===== src/rtl/lpd_pkg.sv =====
// Package: shared types for the serial link power-down controller.
// Assumes: nothing beyond IEEE 1800-2017.
package lpd_pkg;

    // Link state: clock running, clock halted, or waiting out the release delay.
    typedef enum logic [1:0] {
        LNK_RUN   = 2'd0,
        LNK_SLEEP = 2'd1,
        LNK_WAKE  = 2'd2
    } lnk_state_t;

endpackage


===== src/rtl/lpd_sync.sv =====
// Module: lpd_sync
// A multi-stage flip-flop synchronizer that brings an asynchronous level
// into the master-clock domain.
// Assumes: the input is a level held for several master cycles; STAGES >= 2.
module lpd_sync #(
    parameter int STAGES = 2
) (
    input  logic clk,
    input  logic rst_n,
    input  logic async_i,
    output logic sync_o
);

    logic [STAGES-1:0] chain_q;

    // Shift the sampled level through the stage chain.
    always_ff @(posedge clk) begin
        if (!rst_n) begin
            chain_q <= '0;
        end else begin
            chain_q <= {chain_q[STAGES-2:0], async_i};
        end
    end

    assign sync_o = chain_q[STAGES-1];

endmodule


===== src/rtl/lpd_warm_detect.sv =====
// Module: lpd_warm_detect
// Qualifies a warm wake. The synchronized sync level must stay high for
// MIN_WARM consecutive samples while the detector is armed. The wake is
// reported in the cycle where the level is seen low again (the release).
// Assumes: sync_s is already synchronous to clk; armed is high only in sleep.
module lpd_warm_detect #(
    parameter int MIN_WARM = 2
) (
    input  logic clk,
    input  logic rst_n,
    input  logic armed,
    input  logic sync_s,
    output logic wake
);

    localparam int HW = $clog2(MIN_WARM + 1);
    localparam logic [HW-1:0] HMAX = HW'(MIN_WARM);

    logic [HW-1:0] high_q;

    // Count consecutive high samples while armed, saturating at MIN_WARM.
    always_ff @(posedge clk) begin
        if (!rst_n) begin
            high_q <= '0;
        end else if (!armed || !sync_s) begin
            high_q <= '0;
        end else if (high_q != HMAX) begin
            high_q <= high_q + 1'b1;
        end
    end

    // Wake on release after a sufficiently long high level.
    always_comb begin
        wake = armed && !sync_s && (high_q == HMAX);
    end

endmodule


===== src/rtl/lpd_bitclk_gen.sv =====
// Module: lpd_bitclk_gen
// Divides the master clock to form the bit clock, with a half period of
// HALF_PER master cycles. When run drops, any high phase in progress is
// completed and the output then parks low with the phase counter cleared,
// so a restart always begins with a full low phase.
// Assumes: HALF_PER >= 1.
module lpd_bitclk_gen #(
    parameter int HALF_PER = 2
) (
    input  logic clk,
    input  logic rst_n,
    input  logic run,
    output logic bitclk
);

    localparam int CW = (HALF_PER > 1) ? $clog2(HALF_PER) : 1;
    localparam logic [CW-1:0] LAST = CW'(HALF_PER - 1);

    logic [CW-1:0] cnt_q;
    logic          lvl_q;
    logic          advance;

    // Keep counting while running, or while finishing a high phase.
    always_comb begin
        advance = run || lvl_q;
    end

    // Phase counter and output level.
    always_ff @(posedge clk) begin
        if (!rst_n) begin
            cnt_q <= '0;
            lvl_q <= 1'b0;
        end else if (!advance) begin
            cnt_q <= '0;
        end else if (cnt_q == LAST) begin
            cnt_q <= '0;
            lvl_q <= !lvl_q;
        end else begin
            cnt_q <= cnt_q + 1'b1;
        end
    end

    assign bitclk = lvl_q;

endmodule


===== src/rtl/link_pwrdn_ctrl.sv =====
// Module: link_pwrdn_ctrl (top)
// Codec-side controller for the serial link's low-power state. A decoded
// write that sets the link power-down bit halts the bit clock. In sleep, a
// qualified high pulse on sync (warm wake) emits a one-cycle clear for that
// bit, and the clock restarts after WAKE_DLY cycles. Cold reset on
// cold_rst_n returns directly to the running state.
// Assumes: pd_wr_en is raised by the register decoder once the frame's
// address and data slots are complete; mclk keeps running during sleep.
module link_pwrdn_ctrl
    import lpd_pkg::*;
#(
    parameter int HALF_PER    = 2,
    parameter int MIN_WARM    = 2,
    parameter int WAKE_DLY    = 6,
    parameter int SYNC_STAGES = 2
) (
    input  logic mclk,
    input  logic cold_rst_n,
    input  logic pd_wr_en,
    input  logic pd_wr_bit,
    input  logic sync_in,
    output logic bitclk_en,
    output logic bitclk_o,
    output logic pd_clr
);

    localparam int DW = (WAKE_DLY > 1) ? $clog2(WAKE_DLY) : 1;
    localparam logic [DW-1:0] DLY_LAST = DW'(WAKE_DLY - 1);

    lnk_state_t    state_q;
    logic [DW-1:0] dly_q;
    logic          clr_q;
    logic          sync_s;
    logic          wake;
    logic          armed;
    logic          halt_req;

    lpd_sync #(.STAGES(SYNC_STAGES)) sync_i (
        .clk     (mclk),
        .rst_n   (cold_rst_n),
        .async_i (sync_in),
        .sync_o  (sync_s)
    );

    lpd_warm_detect #(.MIN_WARM(MIN_WARM)) warm_i (
        .clk    (mclk),
        .rst_n  (cold_rst_n),
        .armed  (armed),
        .sync_s (sync_s),
        .wake   (wake)
    );

    lpd_bitclk_gen #(.HALF_PER(HALF_PER)) clkgen_i (
        .clk    (mclk),
        .rst_n  (cold_rst_n),
        .run    (bitclk_en),
        .bitclk (bitclk_o)
    );

    // Decode the state into the enable, the detector arm, and the halt request.
    always_comb begin
        bitclk_en = (state_q == LNK_RUN);
        armed     = (state_q == LNK_SLEEP);
        halt_req  = pd_wr_en && pd_wr_bit;
    end

    // Link state machine and release-delay counter.
    always_ff @(posedge mclk) begin
        if (!cold_rst_n) begin
            state_q <= LNK_RUN;
            dly_q   <= '0;
        end else begin
            unique case (state_q)
                LNK_RUN: begin
                    if (halt_req) begin
                        state_q <= LNK_SLEEP;
                    end
                end
                LNK_SLEEP: begin
                    if (wake) begin
                        state_q <= LNK_WAKE;
                        dly_q   <= '0;
                    end
                end
                LNK_WAKE: begin
                    if (dly_q == DLY_LAST) begin
                        state_q <= LNK_RUN;
                    end else begin
                        dly_q <= dly_q + 1'b1;
                    end
                end
                default: begin
                    state_q <= LNK_RUN;
                end
            endcase
        end
    end

    // One-cycle clear pulse for the link power-down bit on each warm wake.
    always_ff @(posedge mclk) begin
        if (!cold_rst_n) begin
            clr_q <= 1'b0;
        end else begin
            clr_q <= wake;
        end
    end

    assign pd_clr = clr_q;

endmodule


===== config.mk =====
export PLATFORM = sky130hd
export DESIGN_NAME = link_pwrdn_ctrl
export DESIGN_NICKNAME = d
export VERILOG_FILES = /design/src/rtl/lpd_pkg.sv /design/src/rtl/lpd_sync.sv /design/src/rtl/lpd_warm_detect.sv /design/src/rtl/lpd_bitclk_gen.sv /design/src/rtl/link_pwrdn_ctrl.sv
export SDC_FILE = /design/constraint.sdc
export NUM_CORES = 1
export LEC_CHECK = 0
export ABC_AREA = 1
export BUFFER_PORTS_ARGS = -buffer_cell sky130_fd_sc_hd__buf_2
export CORE_AREA = 2 2 39 41
export CTS_BUF_LIST = sky130_fd_sc_hd__clkbuf_16
export DETAILED_ROUTE_END_ITERATION = 8
export DIE_AREA = 0 0 41 43
export PLACE_DENSITY = 0.61
export SLEW_MARGIN = 10
export SYNTH_ARGS = -nofsm -noshare
export SYNTH_HDL_FRONTEND = slang
export SYNTH_SLANG_ARGS = --single-unit
export TNS_END_PERCENT = 5

===== constraint.sdc =====
create_clock -name mclk -period 1.55 [get_ports mclk]
set_input_delay 0.0775 -clock mclk [delete_from_list [all_inputs] [get_ports mclk]]
set_output_delay 0.0775 -clock mclk [all_outputs]
set_load 0.03 [all_outputs]

==> results of run 1 <==
## through the flow
| stage | total power (W) | setup WS (ns) | utilization [%] |
|---|---|---|---|
| after floorplan | 0.000363 | 0.408 | - |
| after global placement | 0.000378 | 0.369 | 40.0 |
| after detailed placement | 0.000379 | 0.355 | 40.0 |
| after CTS | 0.000843 | 0.345 | 45.4 |
| after global routing | 0.000863 | 0.196 | 45.4 |
| final | 0.000828 | 0.367 | 45.4 |
## registers in the layout, summed over array words and instances (netlist names)
register	cells
dly_q	3
clkgen_i.bitclk	1
state_q	2
pd_clr	1
clkgen_i.cnt_q	1
warm_i.high_q	2
sync_i.chain_q	2
## per-layer routing
layer	GRT usage (%)	part of all wire, %
met1	12.2	42
met4	10.0	2.4
met5	0	0
met2	19.4	49
met3	7.85	6.0
## critical path, cell delays in order, from the launching register on
cell     delay [ns]
dfxtp_1        0.31
inv_1          0.07
ha_1           0.22
inv_2          0.06
nor2_2         0.08
nand2_2        0.11
nand2_2        0.10
nand2_1        0.05
a21oi_1        0.11
## area by class of cell
class,instances,area share (%)
inverter,9,5.38
tap,16,3.19
clock buffer,3,12.0
sequential,12,38.2
multi-input combinational,44,35.7
timing repair buffer,7,5.58
## power by group through the flow
stage          Combinational (W)  Clock (W)  Sequential, W
2_1_floorplan          0.0000239          0       0.000339
3_3_place_gp           0.0000455          0       0.000333
3_5_place_dp           0.0000455          0       0.000333
4_1_cts                0.0000458   0.000469       0.000328
5_1_grt                0.0000507   0.000483       0.000329
6_report               0.0000452   0.000455       0.000328
## cell usage after synthesis
| cell type | n |
|---|---|
| nand2_1 | 13 |
| dfxtp_1 | 12 |
| nor2_1 | 9 |
| a21oi_1 | 7 |
| inv_1 | 7 |
| nand3_1 | 6 |
| ha_1 | 3 |
| inv_2 | 2 |
| nand2_2 | 2 |
| nor2_2 | 2 |
| o21ai_0 | 1 |
| xnor2_1 | 1 |
## cells by family after synthesis
kind of cell	Yosys count	synth area share, %
AOI/OAI and AO/OA	8	8.04
DFF	12	48.2
buffers and inverters	9	6.79
xor gates and xnor gates	1	1.76
and+or+nand+nor	32	27.6
adders and majority gates	3	7.54
## how the worst min path moves through the flow
| stage | start | slack [ns] | end | cells past startpoint |
|---|---|---|---|---|
| final | sync_in | 0.03 | sync_i.chain_q[0] | 3 |
| after global routing | sync_in | 0.06 | sync_i.chain_q[0] | 3 |
| after CTS | sync_in | 0.02 | sync_i.chain_q[0] | 3 |
| after detailed placement | sync_in | 0.27 | sync_i.chain_q[0] | 3 |
| after global placement | sync_in | 0.26 | sync_i.chain_q[0] | 3 |
| after floorplan | cold_rst_n | 0.17 | sync_i.chain_q[0] | 2 |
==> impl_metrics.toml, run 1 <==
[yosys]
synth_seq_cells = 12
synth_top_area_share_pct = 48.2
synth_cell_type_count = 12
ys_warn_count = 0
synthesis.nets = 73
yosys-top-cells-area = "dfxtp_1, nand2_1, ha_1"
syn_inst = 65
synth_area_um2 = 498
seq_area_frac_synth_pct = 48.2
yosys.area.top_type = "dfxtp_1"
synth_area_per_cell_um2 = 7.66

[placed_design]
dpl.cell_count = 88
hpwl_um = 632
port_buffers = 7
placed_area_um2 = 553
place_congestion = 0.636

[cts]
cts_resized = 0
clkLatencyLatePin_ns = 0.24
h-tree-depth = 1
clockBufferDepth = 2
post_cts_buffers = 0
clock-sinks = 12
hold_buffers = 0
numCtsBuffers = 3
cts_tree = "yes"
cts-root-buf = "clkbuf_16"
clkTransAtPathRegs_ns = 0.04

[pwr]
powerDensity_mw_per_mm2 = 1320
power_frac_comb_pct = 5.5
power.internal_w = 0.000673
netSwitchingFraction_pct = 18.8
p_switching_w = 0.000155
pwr-share-seq_pct = 39.6
clockPowerShare_pct = 54.9
leakage_nw = 0.284
vdd_drop_max_mv = 0.611

[worst_setup_path]
crit_fanout = 7
critPathLaunch = "warm_i.high_q[0]"
rrSetupSlack_ns = 0.37
reg2regPathDepth = 8
crit_end = "dly_q[0]"
reg2reg_to = "dly_q[0]"
endpoint_kind = "flop"
crit_arrival_ns = 1.35
cp_data_required_time_ns = 1.72
setup.worst_path.class = "reg2reg"
reg2reg_from = "warm_i.high_q[0]"
cp-start-kind = "flop"

[timing]
timing.final.crit_share_pct = 76.3
worst_pin_slew_ns = 0.223
max_freq_ghz = 0.845
clock_skew_ns = 0.00264
rsz0062_at_grt = "no"
holdWs_ns = 0.0293
hold_viol = 0
slew_headroom_pct = 85.0
setup_viol_count_final = 0
setup_tns_ns = 0
drv_slew = 0
period_minus_slack_ns = 1.18

[floorplan]
die-area_mm2 = 0.00176
ioPinCount = 8
fp-row-count = 14
core_area_mm2 = 0.00138
die_h_um = 43
start_util_pct = 36.0
die_x_um = 41

[global_routing]
grt_max_degree = 8
grt.total_usage_pct = 13.0
grt.overflow.total = 0
antenna_found_initial = 0
grt_pass1_vias = 376
grt_pass1_wl_um = 1440

[cells_and_area]
syn2layout_area_growth_pct = 26.1
final_area_um2 = 628
layout.nets = 85
multiInputGateArea_um2 = 224
final_cells = 91
n_fill_cell = 143
mostFrequentLayoutCell = "nand2_1"
drive_gt1_share_pct = 21.3
final_cell_mix = "nand2_1, dfxtp_1, nor2_1"
seqCellArea_um2 = 240
diodes = 0

[route]
drt-wirelength-per-cell_um = 8.86
drtIter0Drc = 13
wirelength_um = 806
vias_per_cell = 4.62
dr_total_vias = 420
drc = 0
dr.pass1.iters = 4
drtAntennaViolNets = 0

[worst_hold_path]
hold_class = "in2reg"

[flow_run]
drv_cap = 0

[status]
status = "finished clean"
No activity file was read; power rests on OpenSTA's default activity.
==> inputs of run 2 (changes only) <==
==> constraint.sdc (replaced) <==
create_clock -name mclk -period 1.1 [get_ports mclk]
set_input_delay 0.055 -clock mclk [delete_from_list [all_inputs] [get_ports mclk]]
set_output_delay 0.055 -clock mclk [all_outputs]
set_load 0.03 [all_outputs]
==> run 2 against run 1 <==
Against the previous run: the run now ends with setup timing left; register-to-register slack got worse by 0.40 ns; final area rose by 22%; total power increased by 44%; via count up 12%; global-route usage grew 0.81 points; clock skew decreased by 0.0017 ns; first-iteration DRC count fell by 85%; hold slack lost 0.025 ns.
==> impl_metrics.toml, run 2 (same netlist as run 1, synthesis figures left out) <==
[pwr]
netSwitchingFraction_pct = 19.6
vdd_drop_max_mv = 0.972
pwr-share-seq_pct = 38.9
powerDensity_mw_per_mm2 = 1550
leakage_nw = 0.337
p_switching_w = 0.000233
clockPowerShare_pct = 55.3
power_frac_comb_pct = 5.8
power.internal_w = 0.000955

[cts]
cts-root-buf = "clkbuf_16"
hold_buffers = 0
cts_tree = "yes"
clkTransAtPathRegs_ns = 0.04
numCtsBuffers = 3
clockBufferDepth = 2
clkLatencyLatePin_ns = 0.24
clock-sinks = 12
h-tree-depth = 1

[worst_setup_path]
reg2reg_from = "dly_q[0]"
reg2regPathDepth = 6
cp_data_required_time_ns = 1.27
path_cells = "ha_1 > nand2_1 > nand3_2 > nand2_4 > nand2_2 > a21oi_2"
endpoint_kind = "flop"
cp-start-kind = "flop"
setup.worst_path.class = "reg2reg"
crit_end = "dly_q[2]"
crit_fanout = 5
max_stage_delay_ns = 0.34
crit_arrival_ns = 1.31
critPathLaunch = "dly_q[0]"
reg2reg_to = "dly_q[2]"
rrSetupSlack_ns = -0.03
critPathSlowestCell = "dfxtp_2"

[route]
drtIter0Drc = 2
drtAntennaViolNets = 0
dr_total_vias = 471
wirelength_um = 1080
vias_per_cell = 4.62
drc = 0
drt-wirelength-per-cell_um = 10.6
dr.pass1.iters = 2

[cells_and_area]
final_util_pct = 55.2
drive_gt1_share_pct = 46.5
diodes = 0
largest_register_ffs = 3
final_cell_mix = "nand2_1, buf_4, nor2_1, dfxtp_1, buf_2"
seqCellArea_um2 = 245
n_fill_cell = 126
regMostFlops = "dly_q"
multiInputGateArea_um2 = 277
layout.nets = 95
syn2layout_area_growth_pct = 53.5
final_area_um2 = 764

[floorplan]
ioPinCount = 8
core_area_mm2 = 0.00138
die_h_um = 43
die-area_mm2 = 0.00176
start_util_pct = 36.0
die_x_um = 41
fp-row-count = 14

[timing]
slew_headroom_pct = 83.8
setup_viol_count_final = 4
clock_skew_ns = 0.000977
rsz0062_at_grt = "yes"
timing.final.ws_setup_ns = -0.0348
hold_viol = 0
setup_tns_ns = -0.106
period_minus_slack_ns = 1.13
worst_pin_slew_ns = 0.243
max_freq_ghz = 0.881
drv_slew = 0
timing.final.crit_share_pct = 103

[status]
status = "finished with violations"
violations = "setup timing"

[worst_hold_path]
hold_class = "in2reg"

[global_routing]
grt_max_degree = 8
antenna_found_initial = 0
grt_pass1_vias = 398
grt.overflow.total = 0
grt.total_usage_pct = 13.9
grt_pass1_wl_um = 1610

[placed_design]
placed_area_um2 = 578
port_buffers = 7
hpwl_um = 676
place_congestion = 0.762

[flow_run]
drv_cap = 0
run 2: what timing repair did:
item | in CTS | in global routing
endpoints found under the setup margin | 3 | 6
pin swaps | 4 | 8
buffers inserted | 6 | 1
endpoints found under the hold margin | 0 | 0
resized for setup | 6 | 10
cloned | 0 | 0
run 2: cell type report:
class / count / area share, %
sequential: 12 / 32.1
inverter: 9 / 4.42
tap: 16 / 2.62
timing repair buffer: 17 / 14.4
clock inverter: 1 / 0.491
multi-input combinational: 44 / 36.2
clock buffer: 3 / 9.82
run 2: worst max-delay path: cells and delay by family (launching register included):
family | cells | cell delay (ns)
and+or+nand+nor | 4 | 0.42
AOI/OAI and AO/OA | 1 | 0.12
DFF | 1 | 0.34
adders and majority gates | 1 | 0.20
run 2: layer usage:
metal  global-route usage (%)  wire length [µm]  vias to the layer above  share of wire [%]
li1                         -                 -                      245                  -
met2                     17.5               496                       10                 46
met1                     19.7               515                      214                 48
met4                     6.00                 9                        0               0.84
met5                        0                 0                        -                  0
met3                     6.28                55                        2                5.1
run 2: power groups by stage:
stage | Combinational (W) | Sequential [W] | Clock (W)
final | 0.0000686 | 0.000462 | 0.000658
after floorplan | 0.0000340 | 0.000478 | 0
after detailed placement | 0.0000651 | 0.000470 | 0
after CTS | 0.0000684 | 0.000463 | 0.000661
after global placement | 0.0000639 | 0.000469 | 0
after global routing | 0.0000765 | 0.000464 | 0.000693
run 2: per-stage QoR:
stage,power (W),cells,hold WS [ns],worst slack (ns)
2_1_floorplan,0.000512,65,0.148,0.0328
3_3_place_gp,0.000533,91,0.249,-0.0378
3_5_place_dp,0.000535,91,0.248,-0.0434
4_1_cts,0.00119,101,0.00618,-0.0190
5_1_grt,0.00123,102,0.0171,-0.0851
6_report,0.00119,102,0.00422,-0.0348
run 2: how the worst min path moves through the flow:
stage / start / end / slack (ns) / cells past startpoint
after global placement: sync_in / sync_i.chain_q[0] / 0.25 / 3
after CTS: sync_in / sync_i.chain_q[0] / 0.006 / 3
after floorplan: cold_rst_n / sync_i.chain_q[0] / 0.15 / 2
final: sync_in / sync_i.chain_q[0] / 0.004 / 3
after detailed placement: sync_in / sync_i.chain_q[0] / 0.25 / 3
after global routing: sync_in / sync_i.chain_q[0] / 0.02 / 3
